`config.mk`:
```
export PLATFORM = sky130hd
export DESIGN_NAME = pinreset_sequencer
export DESIGN_NICKNAME = d
export VERILOG_FILES = /design/src/rtl/pinreset_pkg.sv /design/src/rtl/pinreset_sync.sv /design/src/rtl/pinreset_fsm.sv /design/src/rtl/pinreset_outs.sv /design/src/rtl/pinreset_sequencer.sv
export SDC_FILE = /design/constraint.sdc
export NUM_CORES = 1
export LEC_CHECK = 0
export ABC_AREA = 1
export ABC_CLOCK_PERIOD_IN_PS = 3740
export CELL_PAD_IN_SITES_DETAIL_PLACEMENT = 0
export CELL_PAD_IN_SITES_GLOBAL_PLACEMENT = 1
export CORE_MARGIN = 2
export CORE_UTILIZATION = 40
export CTS_CLUSTER_DIAMETER = 40
export DETAILED_ROUTE_END_ITERATION = 8
export PLACE_DENSITY_LB_ADDON = 0.3
export RECOVER_POWER = 100
export SETUP_SLACK_MARGIN = 0.4
export SYNTH_ARGS = -nofsm -noshare
export SYNTH_HDL_FRONTEND = slang
export SYNTH_SLANG_ARGS = --single-unit
export TNS_END_PERCENT = 100
```
`constraint.sdc`:
```
create_clock -name clk -period 3.74 [get_ports clk]
set_input_delay 0.374 -clock clk [delete_from_list [all_inputs] [get_ports clk]]
set_output_delay 0.374 -clock clk [all_outputs]
set_load 0.03 [all_outputs]
```
`src/rtl/pinreset_pkg.sv`:
```
package pinreset_pkg;

    // Sequencer phases
    typedef enum logic [2:0] {
        PH_RUN    = 3'd0,   // normal operation, pin high
        PH_QUAL   = 3'd1,   // pin low, width not yet qualified
        PH_INTRST = 3'd2,   // qualified, internal reset interval running
        PH_STBY   = 3'd3,   // internal reset done, pin still low
        PH_WAKE   = 3'd4    // pin released, wake-up interval running
    } phase_e;

    // Registered single-cycle events from the sequencer
    typedef struct packed {
        logic abort;
        logic indet;
        logic done;
    } evt_t;

    // Round a duration in ns up to whole clock cycles
    function automatic int ns_to_cyc(input int dur_ns, input int clk_ns);
        return (dur_ns + clk_ns - 1) / clk_ns;
    endfunction

    function automatic int max3(input int a, input int b, input int c);
        int m;
        m = (a > b) ? a : b;
        return (m > c) ? m : c;
    endfunction

endpackage

```
`src/rtl/pinreset_sync.sv`:
```
module pinreset_sync #(
    parameter int STAGES = 2
) (
    input  logic clk,
    input  logic rst,
    input  logic pin_async,
    output logic pin_sync
);
    logic [STAGES-1:0] chain;

    generate
        if (STAGES == 1) begin : g_one
            always_ff @(posedge clk) begin
                if (rst) chain <= '1;
                else     chain <= pin_async;
            end
        end else begin : g_many
            always_ff @(posedge clk) begin
                if (rst) chain <= '1;
                else     chain <= {chain[STAGES-2:0], pin_async};
            end
        end
    endgenerate

    assign pin_sync = chain[STAGES-1];
endmodule

```
`src/rtl/pinreset_fsm.sv`:
```
module pinreset_fsm
    import pinreset_pkg::*;
#(
    parameter int MIN_CYC  = 63,    // must be at least 2
    parameter int INT_CYC  = 2500,  // must exceed MIN_CYC
    parameter int WAKE_CYC = 63,
    parameter int CW       = 12
) (
    input  logic   clk,
    input  logic   rst,
    input  logic   pin_hi,
    input  logic   prog_active,
    output phase_e phase,
    output evt_t   evt
);
    localparam logic [CW-1:0] QUAL_LAST = CW'(MIN_CYC - 1);
    localparam logic [CW-1:0] INT_LAST  = CW'(INT_CYC - 1);
    localparam logic [CW-1:0] WAKE_LAST = CW'(WAKE_CYC - 1);
    localparam logic [CW-1:0] ONE       = CW'(1);

    // One counter serves every phase: low samples since the fall while
    // qualifying and in internal reset, wake-up cycles after release.
    logic [CW-1:0] cnt;

    always_ff @(posedge clk) begin
        if (rst) begin
            phase <= PH_RUN;
            cnt   <= '0;
            evt   <= '0;
        end else begin
            evt <= '0;
            unique case (phase)
                PH_RUN: begin
                    if (!pin_hi) begin
                        phase <= PH_QUAL;
                        cnt   <= ONE;
                    end
                end
                PH_QUAL: begin
                    if (pin_hi) begin
                        phase <= PH_RUN;          // too short: ignored
                        cnt   <= '0;
                    end else begin
                        cnt <= cnt + ONE;
                        if (cnt == QUAL_LAST) begin
                            phase     <= PH_INTRST;
                            evt.abort <= 1'b1;
                            evt.indet <= prog_active;
                        end
                    end
                end
                PH_INTRST: begin
                    // runs to completion whatever the pin does
                    if (cnt == INT_LAST) begin
                        evt.done <= 1'b1;
                        cnt      <= '0;
                        phase    <= pin_hi ? PH_WAKE : PH_STBY;
                    end else begin
                        cnt <= cnt + ONE;
                    end
                end
                PH_STBY: begin
                    if (pin_hi) begin
                        phase <= PH_WAKE;
                        cnt   <= '0;
                    end
                end
                PH_WAKE: begin
                    if (!pin_hi) begin
                        phase <= PH_QUAL;         // new fall restarts qualification
                        cnt   <= ONE;
                    end else if (cnt == WAKE_LAST) begin
                        phase <= PH_RUN;
                        cnt   <= '0;
                    end else begin
                        cnt <= cnt + ONE;
                    end
                end
                default: begin
                    phase <= PH_RUN;
                    cnt   <= '0;
                end
            endcase
        end
    end
endmodule

```
`src/rtl/pinreset_outs.sv`:
```
module pinreset_outs
    import pinreset_pkg::*;
(
    input  phase_e phase,
    input  evt_t   evt,
    input  logic   pin_hi,
    output logic   op_abort,
    output logic   indet_flag,
    output logic   read_mode_req,
    output logic   data_hiz,
    output logic   standby,
    output logic   out_valid
);
    always_comb begin
        op_abort      = evt.abort;
        indet_flag    = evt.abort & evt.indet;
        read_mode_req = evt.done;
        data_hiz      = ~pin_hi;
        standby       = (phase == PH_STBY) & ~pin_hi;
        out_valid     = (phase == PH_RUN) & pin_hi;
    end
endmodule

```
`src/rtl/pinreset_sequencer.sv`:
```
module pinreset_sequencer
    import pinreset_pkg::*;
#(
    parameter int CLK_NS      = 8,
    parameter int MIN_LOW_NS  = 500,
    parameter int INT_RST_NS  = 20000,
    parameter int WAKE_NS     = 500,
    parameter int SYNC_STAGES = 2
) (
    input  logic clk,
    input  logic rst,
    input  logic reset_pin_n,
    input  logic prog_active,
    output logic op_abort,
    output logic indet_flag,
    output logic read_mode_req,
    output logic data_hiz,
    output logic standby,
    output logic out_valid
);
    localparam int MIN_CYC  = ns_to_cyc(MIN_LOW_NS, CLK_NS);
    localparam int INT_CYC  = ns_to_cyc(INT_RST_NS, CLK_NS);
    localparam int WAKE_CYC = ns_to_cyc(WAKE_NS, CLK_NS);
    localparam int CW       = $clog2(max3(MIN_CYC, INT_CYC, WAKE_CYC) + 1);

    logic   pin_hi;
    phase_e phase;
    evt_t   evt;

    pinreset_sync #(.STAGES(SYNC_STAGES)) u_sync (
        .clk       (clk),
        .rst       (rst),
        .pin_async (reset_pin_n),
        .pin_sync  (pin_hi)
    );

    pinreset_fsm #(
        .MIN_CYC  (MIN_CYC),
        .INT_CYC  (INT_CYC),
        .WAKE_CYC (WAKE_CYC),
        .CW       (CW)
    ) u_fsm (
        .clk         (clk),
        .rst         (rst),
        .pin_hi      (pin_hi),
        .prog_active (prog_active),
        .phase       (phase),
        .evt         (evt)
    );

    pinreset_outs u_outs (
        .phase         (phase),
        .evt           (evt),
        .pin_hi        (pin_hi),
        .op_abort      (op_abort),
        .indet_flag    (indet_flag),
        .read_mode_req (read_mode_req),
        .data_hiz      (data_hiz),
        .standby       (standby),
        .out_valid     (out_valid)
    );
endmodule

```
* Yosys cells after proc, flatten, opt, wreduce, memory -nomap -nowiden
Cells that the tools add are included.
Widths: inputs -> output; s select.
** Storage, ports and cells
- Flip-flop bits (word level) :: 20
- Output and inout bits :: 6
- Logic and storage cells :: 49
** Operators by class
- Add/subtract/negate cells :: 1
- Equality and inequality tests :: 11
- Muxes and demuxes :: 18
- Bitwise logic cells :: 7
- Reductions and logical operators :: 6
** Operators with widths (number)
- $mux 12 :: 6
- $pmux 12 s5 :: 1
- $mux 3 :: 8
- $pmux 3 s5 :: 1
- $add 12x1->12 const B :: 1
- $eq 12x12->1 const B :: 1
- $eq 12x6->1 const B :: 1
- $eq 3x2->1 const B :: 2
- $ne 3x2->1 const B :: 2
- $reduce_and 5->1 :: 1
- $ne 2x2->1 const B :: 2
- $not 1->1 :: 4
- $reduce_or 4->1 :: 1
- $and 1x1->1 :: 3
- $eq 3x1->1 const B :: 1
- $eq 3x3->1 const B :: 1
- $logic_not 3->1 :: 1
- $reduce_or 3->1 :: 1
- $mux 2 :: 1
- $ne 2x1->1 const B :: 1
- $reduce_and 2->1 :: 1
- $reduce_or 2->1 :: 1
- $mux 1 :: 1

* Longest topological paths before layout
- Word-level depth :: 4
- Depth in mapped cells :: 11
- Depth with buffers taken out :: 11

* Hierarchy
A second synthesis with hierarchy kept.
** Second synthesis, totals
- Cells, all modules :: 187
- Area total of the unflattened synthesis :: 1232.4 um^2
** Modules (own cells, without submodules)
- pinreset_fsm :: instances 1, cells an instance 166, area an instance 1111.1 um^2, sequential area each 360.3 um^2
- pinreset_outs :: instances 1, cells an instance 14, area an instance 62.6 um^2, sequential area each 0.0 um^2
- pinreset_sync :: instances 1, cells an instance 7, area an instance 58.8 um^2, sequential area each 40.0 um^2

* Least setup slack after synthesis
No wires, ideal clock.
- Kind :: reg-to-reg
- Start :: reg u_sync.chain[1]
- End :: reg u_fsm.phase[1]
- Arrival time :: 1.375 ns
- Data required time :: 3.624 ns
- Setup slack :: 2.250 ns
- Cell stages (with the launch flop) :: 8
- Path buffers :: 0
- Period minus slack after synthesis :: 1.490 ns
- Path through :: dfxtp_1 inv_1 nor2_2 nor2_4 nand3_1 inv_2 nor2_1 nor2_1
** Between the ends
- Longest elaborated chain between the ends :: 3
- Elaborated cells between the ends (all ways) :: 10
- Those cells by class :: 4 x eq/ne; 5 x mux; 1 x reduce/logical
** RTL lines
- start: declaration :: RTL line pinreset_sync.sv:9 : logic [STAGES-1:0] chain;
- start signal: assignment :: RTL line pinreset_sync.sv:20 : else chain <= {chain[STAGES-2:0], pin_async};
- $mux 3 :: RTL line pinreset_fsm.sv:57 : phase <= pin_hi ? PH_WAKE : PH_STBY;
- $mux 3 :: RTL line pinreset_fsm.sv:54 : if (cnt == INT_LAST) begin
- $pmux 3 s5 :: RTL line pinreset_fsm.sv:32 : unique case (phase)
- end signal: assignment :: RTL line pinreset_fsm.sv:57
- end: declaration :: RTL line pinreset_fsm.sv:13 : output phase_e phase,
Parallel ways exist; a longest one is shown, timed or not. The select of a mux whose other input is x is not followed.
A chain may end at the register's enable or synchronous reset.

* Worst setup path in the final report
- Start :: reg u_fsm.cnt[1]
- End :: reg u_fsm.cnt[10]
** Between the ends
- Longest elaborated chain between the ends :: 4
- Elaborated cells between the ends (all ways) :: 8
- Those cells by class :: 1 x add/sub; 2 x eq/ne; 5 x mux
** RTL lines
- start: declaration :: RTL line pinreset_fsm.sv:23 : logic [CW-1:0] cnt;
- start signal: assignment :: RTL line pinreset_fsm.sv:44 : cnt <= cnt + ONE;
- start signal: assignment :: RTL line pinreset_fsm.sv:59 : cnt <= cnt + ONE;
- start signal: assignment :: RTL line pinreset_fsm.sv:76 : cnt <= cnt + ONE;
- $add 12x1->12 or $eq 12x6->1 (tied branches)
- $mux 12 :: RTL line pinreset_fsm.sv:72 : end else if (cnt == WAKE_LAST) begin
- $mux 12 :: RTL line pinreset_fsm.sv:69 : if (!pin_hi) begin
- $pmux 12 s5 (*) :: RTL line pinreset_fsm.sv:32
Mark *: on every way between the ends. The rest lies on a longest branch, timed or not.

==> run metrics <==
wire length per cell after detailed routing 11.8 um; warning count from the yosys run 0; Rows 19; maximum number of pins on one net before global-route repair 12; Startpoint Class flip-flop; gate family responsible for the most delay along the worst path compound AO/OA/AOI/OAI gates; clock tree from TritonCTS yes; worst endpoint required time 3.90 ns; total negative setup slack 0 ns; count of antenna-violating nets left after detailed routing 0; Worst Reg2Reg Path Length in Cells 8; most common library cell in the layout ignoring fill and taps nand2_1; hold violation count in the final report 0; total grt overflow 0; nets in the synthesized netlist 177; category of the critical setup timing path reg -> reg; CTS resizes 0; GR Util All Layers 16.7%; largest cells by area after synthesis dfxtp_1 (35%), nand2_1 (14%), inv_1 (7.9%), nor2_1 (7.3%), nand3_1 (5.7%); period utilization 64.2%; antenna violations before repair 0; post-CTS repair timing setup buffer count 0; data arrival time of the critical path 2.56 ns; Worst setup EP type flip-flop; clock transition time at the flip-flop clock pins of the worst setup and hold paths 0.12 ns; clock period minus worst slack 2.40 ns; slowest cell on the critical path o21ai_0; Synth Register Bits 20; Leak Pwr 0.568 nW; top cell type by total area after synthesis dfxtp_1; status completed; # setup viols final 0; CP cell instances ha_1 -> nand2_1 -> nor2_1 -> nand3_1 -> nand2_1 -> nand3_1 -> o21ai_0 -> nor2_1; power density cells 502 mW/mm2; endpoint of the worst register-to-register path u_fsm.cnt[10]; die outline width 57.3 um; proportion of layout cells with a drive suffix above 1 8.74%; maximum level of the CTS H-tree 1; Ports 10; CP Max Fanout 8; RSZ-0062 raised after global routing no; maximum number of buffers from clock root to sink 2; Bufs and invs on worst path 0; DP HPWL 1890 um; distinct cell type count of the synthesized netlist 23; commonest cells after routing, fill and taps aside nand2_1 (41), inv_1 (25), nor2_1 (22), dfxtp_1 (20), nand3_1 (14); origin of the critical flop-to-flop path u_fsm.cnt[1]; CP Launch Point u_fsm.cnt[1]; final count of pins violating max slew 0; wire length of the first global-routing pass 4260 um; Overall Power 0.643 mW; RePlAce Congestion 0.867; clk sink count 20; length of the first detailed-routing pass in iterations 6; worst slew pin tran 1.03 ns; CTS buffer count 3; clk_lat worst skew 0.30 ns; clk_skew 0.00216 ns; chip height 57.3 um; DRC 0; Worst Hold Class reg -> reg; synthesized instance count 171; Max transition margin 30.7%; layout overhead on the synthesized area 12.8%; drt total wl 2520 um; end point of the critical path u_fsm.cnt[10]; initial standard-cell utilization of the core 41.6%; Core Footprint 0.00273 mm2; post-synthesis sequential area ratio 35.2%; area share of the largest cell type after synthesis 35.2%; full die area 0.00328 mm2; number of hold buffers added after cts 0; maximum resistive drop on vdd 0.000324 V; layout net count 190; drt first-iter violations 55; mean instance size in the synthesized netlist 6.64 um2; Maximum Capacitance Violations 0; Ant. Diodes 0; per-cell via count in the routed design 5.05; Root Buffer clkbuf_4; # port buffers 9; vias in the first global route 994; peak per-stage delay on the critical path 0.85 ns; area of the mapped netlist 0.00114 mm2; worst reg2reg setup slack 1.34 ns; critical path depth 8; total number of vias 1081; fmax 0.417 GHz
worst register-to-register path: stages, from the launching register on:
cell and delay (ns):
dfxtp_1 0.42, ha_1 0.31, nand2_1 0.08, nor2_1 0.08
nand3_1 0.12, nand2_1 0.12, nand3_1 0.16, o21ai_0 0.85
nor2_1 0.12
synthesized netlist by cell type:
master and number:
ha_1 2, inv_2 3, inv_1 24, clkbuf_1 1, nand2_2 2, nor3_1 8, dfxtp_1 20, and2_1 1
a21oi_1 7, nor2_1 22, nor2_4 3, o21ai_1 2, nor2_2 2, o21ai_0 5, nand3b_1 1, or2_2 2
nand3_2 1, o21ai_4 2, nand4_1 4, xor2_1 4, nand2_1 41, o22ai_1 1, nand3_1 13
power by group:
| group | internal [mW] | switching (mW) | leakage [nW] | total (mW) |
|---|---|---|---|---|
| clock network | 0.0594 | 0.0700 | 0.0210 | 0.129 |
| registers | 0.232 | 0.0250 | 0.162 | 0.257 |
| logic | 0.0821 | 0.175 | 0.385 | 0.257 |
area by class of cell:
type / count / area (um2)
Multi-Input combinational cell: 123 / 614
Tap cell: 31 / 38.8
Timing Repair Buffer: 9 / 90.1
Clock buffer: 4 / 36.3
Fill cell: 287 / 1450
Sequential cell: 20 / 400
Inverter: 27 / 101
flip-flops by register name (all words and copies together), names as in the netlist:
name / count
u_fsm.evt: 3
u_fsm.phase: 3
u_fsm.cnt: 12
u_sync.chain: 2
per-stage QoR:
step | instance area, um2 | utilization, % | hold WS, ns | setup slack (ns) | cells
final | 1280 | 46.9 | 0.424 | 1.34 | 214
after global placement | 1260 | 46.1 | 0.392 | 1.89 | 210
after detailed placement | 1260 | 46.1 | 0.399 | 1.88 | 210
after global routing | 1280 | 46.9 | 0.450 | 1.06 | 214
after CTS | 1300 | 47.5 | 0.429 | 1.52 | 214
after floorplan | 1140 | - | 0.389 | 2.25 | 171
worst min-delay path by stage:
stage                     slack [ns]  depth (start not counted)         endpoint            start
final                           0.42                          1  u_sync.chain[1]  u_sync.chain[0]
after global routing            0.45                          1  u_sync.chain[1]  u_sync.chain[0]
after CTS                       0.43                          1  u_sync.chain[1]  u_sync.chain[0]
after detailed placement        0.40                          1  u_sync.chain[1]  u_sync.chain[0]
after global placement          0.39                          1  u_sync.chain[1]  u_sync.chain[0]
after floorplan                 0.39                          1  u_sync.chain[1]  u_sync.chain[0]
cell families (layout without fill, tap and decap cells):
kind of cell | Yosys count | in the layout | share of synthesized area, %
and+or+nand+nor | 100 | 100 | 40.6
buffers and inverters | 28 | 40 | 9.25
DFF | 20 | 20 | 35.2
AOI/OAI and AO/OA | 17 | 17 | 9.58
xor gates and xnor gates | 4 | 4 | 3.08
adders and majority gates | 2 | 2 | 2.20
layer usage:
layer,global-route usage (%),vias to the layer above,part of all wire [%]
met5,0,-,0
met4,7.64,0,2.3
met3,3.40,9,6.0
met2,25.5,29,43
met1,22.9,478,48
li1,-,565,-
No activity file was read; power rests on OpenSTA's default activity.
